## src/rtl/cond_pass_eval.sv

```systemverilog
module cond_pass_eval (
  input  logic [3:0] cond_i,
  input  logic [3:0] flags_i,
  output logic       pass_o
);

  logic fn, fz, fc, fv;
  logic sgn_eq;
  logic base;

  assign fn = flags_i[3];
  assign fz = flags_i[2];
  assign fc = flags_i[1];
  assign fv = flags_i[0];
  assign sgn_eq = ~(fn ^ fv);

  always_comb begin
    case (cond_i[3:1])
      3'd0:    base = fz;
      3'd1:    base = fc;
      3'd2:    base = fn;
      3'd3:    base = fv;
      3'd4:    base = fc & ~fz;
      3'd5:    base = sgn_eq;
      3'd6:    base = ~fz & sgn_eq;
      default: base = 1'b1;
    endcase
  end

  assign pass_o = cond_i[0] ? ~base : base;

  always_comb begin
    if (cond_i == 4'd0) p_eq_tracks_z_r1: assert (pass_o == flags_i[2]);
    if (cond_i == 4'd3) p_cc_tracks_c_r2: assert (pass_o == !flags_i[1]);
    if (cond_i == 4'd8 && pass_o) p_hi_needs_carry_r5: assert (flags_i[1] && !flags_i[2]);
    if (cond_i == 4'd12 && pass_o) p_gt_needs_nonzero_r7: assert (!flags_i[2]);
    if (cond_i == 4'd14) p_always_passes_r8: assert (pass_o);
    if (cond_i == 4'd15) p_never_passes_r9: assert (!pass_o);
  end

endmodule

```

## config.mk

```make
export PLATFORM = sky130hd
export DESIGN_NAME = cond_pass_eval
export DESIGN_NICKNAME = d
export VERILOG_FILES = /design/src/rtl/cond_pass_eval.sv
export SDC_FILE = /design/constraint.sdc
export NUM_CORES = 1
export LEC_CHECK = 0
export BUFFER_PORTS_ARGS = -buffer_cell sky130_fd_sc_hd__buf_2
export CAP_MARGIN = 30
export CORE_AREA = 2 2 39 41
export DETAILED_ROUTE_END_ITERATION = 8
export DIE_AREA = 0 0 41 43
export GPL_ROUTABILITY_DRIVEN = 0
export MAX_ROUTING_LAYER = met4
export SETUP_SLACK_MARGIN = 0.02
export SLEW_MARGIN = 0
export SYNTH_ARGS = -nofsm -noshare
export SYNTH_HDL_FRONTEND = slang
export SYNTH_SLANG_ARGS = --single-unit
```

## constraint.sdc

```tcl
create_clock -name vclk -period 1.3
set_clock_uncertainty 0.2 [all_clocks]
set_input_delay 0.065 -clock vclk [all_inputs]
set_output_delay 0.065 -clock vclk [all_outputs]
set_load 0.05 [all_outputs]
```

==> results.sh, run 1 <==
export IMPL_sequentialPowerShare=0
export IMPL_swShare=0.470
export IMPL_grt_max_degree=5
export IMPL_nets=36
export IMPL_yosys_top_cells_count="2 x inv_1, 2 x o21ai_0, 2 x xnor2_1"
export IMPL_synth_top_area_frac=0.184
export IMPL_ant_nets=0
export IMPL_met2_usage=0.0594
export IMPL_synth_net_count=20
export IMPL_vias_per_cell=3.57
export IMPL_fin_util=0.175
export IMPL_track_usage=0.0328
export IMPL_grt_ovfl_total=0
export IMPL_io_pins=9
export IMPL_dp_slack_ps=-297
export IMPL_drt_iter0_markers=7
export IMPL_syn_avg_cell_area_um2=7.92
export IMPL_cpPeakStageDelay_ps=500
export IMPL_cp_slowest_cell="or4bb_1"
export IMPL_pwr_share_clk=0
export IMPL_yosysWarnings=0
export IMPL_worstPathArrival_ps=1180
export IMPL_fin_crit_ps=1450
export IMPL_clkbuf_count=0
export IMPL_start_kind="input port"
export IMPL_tightest_slew_ps=287
export IMPL_min_to="pass_o"
export IMPL_use_met1=0.0411
export IMPL_grt_use_met3=0
export IMPL_worstPathRequired_ps=1030
export IMPL_rsz0062_at_grt="true"
export IMPL_io_buffers=9
export IMPL_p_leak_nw=0.110
export IMPL_timing_setup_tns_ps=-148
export IMPL_vias=150
export IMPL_crit_chain="buf_6 -> or4bb_1 -> o211ai_2 -> a32oi_2 -> xnor2_4 -> buf_6"
export IMPL_drc=0
export IMPL_grt_pass1_vias=127
export IMPL_p_sw_uw=49.0
export IMPL_drt_first_pass_iters=2
export IMPL_die_height_um=43
export IMPL_status="complete, but fails checks"
export IMPL_hold_violations=0
export IMPL_power_frac_comb=1.000
export IMPL_die_width_um=41
export IMPL_violations="setup timing"
export IMPL_cp_end_kind="primary output"
export IMPL_finalPower_uw=104
export IMPL_relSlewSlack=0.806
export IMPL_seqCellArea_um2=0
export IMPL_drive_above_1_share=0.654
export IMPL_setup_viol=1
export IMPL_fillers=168
export IMPL_p_per_area_mw_per_mm2=430
export IMPL_gr_max_usage_layer="met2"
export IMPL_place_area_um2=224
export IMPL_hold_depth=3
export IMPL_hold_class="in2out"
export IMPL_hpwl_um=267
export IMPL_synth_largest_area_cell="xnor2_1"
export IMPL_maxCapViolCount=0
export IMPL_fin_area_um2=243
export IMPL_n_antenna_cell=0
export IMPL_path_class="in2out"
export IMPL_wl_per_cell_um=7.00
export IMPL_period_share=1.11
export IMPL_crit_fanout=3
export IMPL_dieArea_mm2=0.00176
export IMPL_start_util=0.0687
export IMPL_drt_total_wl_um=294
export IMPL_min_from="cond_i[0]"
export IMPL_grt_first_pass_wirelength_um=427
export IMPL_cp_common_cell="buf_6"
export IMPL_seq_cells=0
export IMPL_synth_cell_types=9
export IMPL_timing_fmax_mhz=690
export IMPL_synth_seq_area_share=0
export IMPL_core_mm2=0.00138
export IMPL_synthCells=12
export IMPL_grt_antenna_before_repair=0
export IMPL_syn_to_final_growth_pct=155
export IMPL_synthesis_area_um2=95.1
export IMPL_drv_slew=0
export IMPL_num_rows=14
export IMPL_p_int_uw=55.3
export IMPL_ir_worst_vdd_mv=0.0989
export IMPL_synthTopCellsByArea="xnor2_1 18%, o211ai_2 13%, or4bb_1 12%"
export IMPL_fin_ws_ps=-148
## routing by layer
| layer | part of all wire | wire (um) | vias up |
|---|---|---|---|
| li1 | - | - | 76 |
| met1 | 0.46 | 135 | 69 |
| met2 | 0.45 | 131 | 5 |
| met3 | 0.095 | 28 | 0 |
| met4 | 0 | 0 | 0 |
| met5 | 0 | 0 | - |
## layout make-up
| type | instances | area, um^2 | share of cell area |
|---|---|---|---|
| Inverter | 2 | 7.51 | 0.0309 |
| Multi-Input combinational cell | 10 | 114 | 0.469 |
| Tap cell | 16 | 20.0 | 0.0825 |
| Timing Repair Buffer | 14 | 101 | 0.418 |
## how the worst max path moves through the flow
stage,cells after the start,end,start,slack (ps)
after floorplan,4,pass_o,cond_i[2],-120
after global placement,6,pass_o,cond_i[2],-290
after detailed placement,6,pass_o,cond_i[2],-300
after CTS,6,pass_o,flags_i[2],-150
after global routing,6,pass_o,flags_i[2],-210
final,6,pass_o,flags_i[2],-150
## critical path, delay by kind of cell
family | cells | cell delay, ps
AO/OA/AOI/OAI | 2 | 190
XOR/XNOR | 1 | 160
buffers and inverters | 2 | 260
AND/OR/NAND/NOR | 1 | 500
## through the flow
step,hold WS (ps),instances
after floorplan,46.8,12
final,279,42
after global placement,309,42
after global routing,291,42
after CTS,280,42
after detailed placement,314,42
## power by group through the flow
stage | Clock [mW] | Combinational, mW | Sequential, mW
floorplan | 0 | 0.0558 | 0
global placement | 0 | 0.0925 | 0
detailed placement | 0 | 0.0936 | 0
CTS | 0 | 0.106 | 0
global route | 0 | 0.111 | 0
finish | 0 | 0.104 | 0
## cells in the final DEF, fill, tap and decap left out
master    count
buf_6         3
or4bb_1       1
inv_1         2
o211ai_2      1
or3b_1        1
xnor2_1       1
buf_2         6
mux2i_1       1
xnor2_4       1
o21ai_0       2
a32oi_2       1
o311ai_1      1
buf_4         5
## cells by family (layout without fill, tap and decap cells)
group,after synthesis,after routing,synth area share
AO/OA/AOI/OAI,5,5,0.421
XOR/XNOR,2,2,0.184
multiplexers,1,1,0.105
AND/OR/NAND/NOR,2,2,0.211
buffers and inverters,2,16,0.0790
## repair_timing
action,in CTS,in global routing
resized for setup,5,0
hold buffers,0,0
endpoints found under the setup margin,1,1
pin swaps,3,0
buffers inserted,0,0
Note: power is estimated with default switching activity, not from simulation.
==> run 2, diff against run 1 <==
--- a/config.mk
+++ b/config.mk
@@ -11,6 +11,7 @@
 export DETAILED_ROUTE_END_ITERATION = 8
 export DIE_AREA = 0 0 41 43
 export GPL_ROUTABILITY_DRIVEN = 0
+export GPL_TIMING_DRIVEN = 0
 export MAX_ROUTING_LAYER = met4
 export SETUP_SLACK_MARGIN = 0.02
 export SLEW_MARGIN = 0
==> results.sh, run 2 (same netlist as run 1, synthesis figures left out) <==
export IMPL_fin_ws_ps=-169
export IMPL_crit_path_end="pass_o"
export IMPL_vias=132
export IMPL_wl_per_cell_um=7.95
export IMPL_fin_area_um2=205
export IMPL_path_class="in2out"
export IMPL_maxCapViolCount=0
export IMPL_start_kind="input port"
export IMPL_drv_slew=0
export IMPL_relSlewSlack=0.799
export IMPL_grt_first_pass_wirelength_um=427
export IMPL_status="complete, but fails checks"
export IMPL_clkbuf_count=0
export IMPL_track_usage=0.0348
export IMPL_grt_max_degree=7
export IMPL_swShare=0.509
export IMPL_finalPower_uw=94.0
export IMPL_place_area_um2=186
export IMPL_worstPathArrival_ps=1200
export IMPL_drt_total_wl_um=294
export IMPL_hold_class="in2out"
export IMPL_nets=31
export IMPL_drive_above_1_share=0.571
export IMPL_hold_violations=0
export IMPL_layout_commonest_cell="buf_2"
export IMPL_die_height_um=43
export IMPL_ant_nets=0
export IMPL_layout_common_cells="6 x buf_2, 3 x buf_6, 2 x inv_1, 2 x o21ai_0"
export IMPL_io_buffers=9
export IMPL_num_rows=14
export IMPL_drt_first_pass_iters=2
export IMPL_seq_cells=0
export IMPL_power_frac_comb=1.000
export IMPL_setup_viol=1
export IMPL_startpoint="flags_i[2]"
export IMPL_p_int_uw=46.1
export IMPL_pwr_share_clk=0
export IMPL_grt_antenna_before_repair=0
export IMPL_vias_per_cell=3.57
export IMPL_ir_worst_vdd_mv=0.0534
export IMPL_tightest_slew_ps=296
export IMPL_p_sw_uw=47.9
export IMPL_sequentialPowerShare=0
export IMPL_rsz0062_at_grt="true"
export IMPL_grt_pass1_vias=119
export IMPL_start_util=0.0687
export IMPL_seqCellArea_um2=0
export IMPL_dieArea_mm2=0.00176
export IMPL_grt_ovfl_total=0
export IMPL_drc=0
export IMPL_drt_iter0_markers=1
export IMPL_hpwl_um=260
export IMPL_n_antenna_cell=0
export IMPL_core_mm2=0.00138
export IMPL_syn_to_final_growth_pct=116
export IMPL_violations="setup timing"
export IMPL_period_share=1.13
export IMPL_min_from="cond_i[0]"
export IMPL_timing_fmax_mhz=681
export IMPL_die_width_um=41
export IMPL_cp_end_kind="primary output"
export IMPL_p_per_area_mw_per_mm2=458
export IMPL_worstPathRequired_ps=1030
export IMPL_p_leak_nw=0.0861
export IMPL_io_pins=9
export IMPL_fin_crit_ps=1470
export IMPL_ctsHoldBuffers=0
export IMPL_crit_fanout=3
==> run 2: worst min-delay path by stage <==
stage                         to  slack, ps  depth (start not counted)
final                     pass_o        290                          3
after global routing      pass_o        310                          3
after CTS                 pass_o        300                          3
after detailed placement  pass_o        330                          3
after global placement    pass_o        310                          3
after floorplan           pass_o         50                          1
==> run 2: stage by stage <==
step           setup WS [ps]  TNS [ps]  std cells  hold slack (ps)   util
6_report                -169      -169         37              292  0.148
5_1_grt                 -222      -222         37              306  0.148
4_1_cts                 -176      -176         37              299  0.148
3_5_place_dp            -336      -336         37              333  0.135
3_3_place_gp            -305      -305         37              311  0.135
2_1_floorplan           -118      -118         12             46.8      -
==> run 2: metal layers <==
metal,part of all wire,vias to the layer above,GRT usage
li1,-,67,-
met1,0.40,60,0.0349
met2,0.52,5,0.0719
met3,0.075,0,0
met4,0,0,0
met5,0,-,-
==> run 2: power groups by stage <==
stage	registers, mW	clock network [mW]	logic [mW]
2_1_floorplan	0	0	0.0558
3_3_place_gp	0	0	0.0810
3_5_place_dp	0	0	0.0831
4_1_cts	0	0	0.0944
5_1_grt	0	0	0.0997
6_report	0	0	0.0940
==> run 2: final cells by class <==
class | count | area [um^2]
repair buffers | 9 | 63.8
well taps | 16 | 20.0
multi-input cells | 10 | 114
inverters | 2 | 7.51
fillers | 161 | 1180
==> run 2: worst max-delay path, cell delays in order <==
cell	delay, ps
buf_6	90
or4bb_1	500
o211ai_2	80
a32oi_2	110
xnor2_4	170
buf_6	170
==> run 2: what timing repair did <==
action,4_1_cts,5_1_grt
buffers inserted,0,0
resized for setup,5,1
endpoints found under the setup margin,1,1
pin swaps,3,1
==> run 3, diff against run 2 <==
--- a/config.mk
+++ b/config.mk
@@ -5,6 +5,7 @@
 export SDC_FILE = /design/constraint.sdc
 export NUM_CORES = 1
 export LEC_CHECK = 0
+export ABC_AREA = 1
 export BUFFER_PORTS_ARGS = -buffer_cell sky130_fd_sc_hd__buf_2
 export CAP_MARGIN = 30
 export CORE_AREA = 2 2 39 41
==> results.sh, run 3 <==
export IMPL_status="finished clean"
export IMPL_path_class="in2out"
export IMPL_rsz0062_at_grt="false"
export IMPL_hpwl_um=263
export IMPL_ctsResizeCount=0
export IMPL_crit_fanout=4
export IMPL_io_buffers=9
export IMPL_drt_iter0_markers=0
export IMPL_cpPeakStageDelay_ps=190
export IMPL_timing_fmax_mhz=863
export IMPL_syn_avg_cell_area_um2=4.70
export IMPL_hold_violations=0
export IMPL_synth_largest_area_cell="nand2_1"
export IMPL_nets=44
export IMPL_timing_setup_tns_ps=0
export IMPL_ant_nets=0
export IMPL_grt_max_degree=5
export IMPL_crit_family="simple AND/OR/NAND/NOR gates"
export IMPL_vias_per_cell=3.28
export IMPL_grt_pass1_vias=117
export IMPL_worstPathRequired_ps=1030
export IMPL_yosys_top_cells_count="9 x nand2_1, 5 x inv_1, 5 x nand3_1, 2 x nor2_1"
export IMPL_synthesis_area_um2=118
export IMPL_multi_input_area_um2=98.8
export IMPL_die_height_um=43
export IMPL_cp_common_cell="nand2_1"
export IMPL_die_width_um=41
export IMPL_grt_ovfl_total=0
export IMPL_synthCells=25
export IMPL_num_rows=14
export IMPL_holdWs_ps=320
export IMPL_yosysWarnings=0
export IMPL_fin_util=0.134
export IMPL_cp_end_kind="primary output"
export IMPL_synth_top_area_frac=0.287
export IMPL_drv_slew=0
export IMPL_drc=0
export IMPL_cp_slowest_cell="buf_4"
export IMPL_clkbuf_count=0
export IMPL_maxCapViolCount=0
export IMPL_vias=164
export IMPL_seqCellArea_um2=0
export IMPL_start_util=0.0850
export IMPL_crit_chain="buf_2 -> inv_1 -> nand3_1 -> nand2_1 -> nand2_1 -> nand2_1 -> nand2_1 -> nand2_1 -> nand2_1 -> nand2_1 -> buf_4"
export IMPL_synth_most_common_cell="nand2_1"
export IMPL_fillers=165
export IMPL_hold_class="in2out"
export IMPL_layout_common_cells="9 x nand2_1, 8 x buf_2, 5 x inv_1, 5 x nand3_1, 2 x nor2_1"
export IMPL_synthTopCellsByArea="nand2_1 29%, nand3_1 21%, inv_1 16%"
export IMPL_fin_crit_ps=1160
export IMPL_seq_cells=0
export IMPL_dieArea_mm2=0.00176
export IMPL_ir_worst_vdd_mv=0.0425
export IMPL_ctsHoldBuffers=0
export IMPL_p_leak_nw=0.116
export IMPL_layout_commonest_cell="nand2_1"
export IMPL_track_usage=0.0276
export IMPL_p_per_area_mw_per_mm2=371
export IMPL_grt_first_pass_wirelength_um=372
export IMPL_core_mm2=0.00138
export IMPL_setup_viol=0
export IMPL_io_pins=9
export IMPL_drt_first_pass_iters=1
export IMPL_synth_seq_area_share=0
export IMPL_drive_above_1_share=0.324
export IMPL_start_kind="input port"
export IMPL_n_antenna_cell=0
export IMPL_grt_antenna_before_repair=0
export IMPL_drt_total_wl_um=278
export IMPL_synth_cell_types=8
export IMPL_synth_net_count=33
export IMPL_wl_per_cell_um=5.56
export IMPL_period_share=0.891
export IMPL_syn_to_final_growth_pct=57.4
export IMPL_path_buf_inv=3
export IMPL_post_cts_buffers=0
export IMPL_relSlewSlack=0.866
export IMPL_worstPathArrival_ps=890
export IMPL_tightest_slew_ps=200
run 3: layer usage:
metal / track usage / routed length, um
met1: 0.0285 / 99
met2: 0.0563 / 155
met3: 0 / 23
met4: 0 / 0
met5: - / 0
run 3: kinds of logic (layout without fill, tap and decap cells):
group | after synthesis | after routing | synth area share
xor+xnor | 1 | 1 | 0.0745
compound gates | 1 | 1 | 0.0745
buf+inv | 5 | 14 | 0.160
simple gates | 18 | 18 | 0.691
run 3: where the power goes:
part           total (mW)  internal [mW]  switching (mW)  leakage (nW)
clock                   0              0               0             0
combinational      0.0687         0.0274          0.0412         0.116
sequential              0              0               0             0
run 3: area by class of cell:
type | count | share of cell area
inverters | 5 | 0.101
multi-input cells | 20 | 0.534
well taps | 16 | 0.108
repair buffers | 9 | 0.257
run 3: stage by stage:
| stage | total power, mW | worst slack (ps) | instances | instance area [um^2] |
|---|---|---|---|---|
| after floorplan | 0.0430 | 225 | 25 | 118 |
| after global placement | 0.0661 | 84.0 | 50 | 183 |
| after detailed placement | 0.0669 | 66.8 | 50 | 183 |
| after CTS | 0.0670 | 65.2 | 50 | 183 |
| after global routing | 0.0763 | 39.2 | 50 | 185 |
| final | 0.0687 | 142 | 50 | 185 |
run 3: final timing paths:
check	from	endpoint	cells after the start
worst min-delay path	cond_i[0]	pass_o	5
worst max-delay path	cond_i[1]	pass_o	11
run 3: worst min-delay path, stage by stage:
cell	delay, ps
buf_2	90
inv_1	30
nand2_1	50
nand2_1	40
buf_4	180
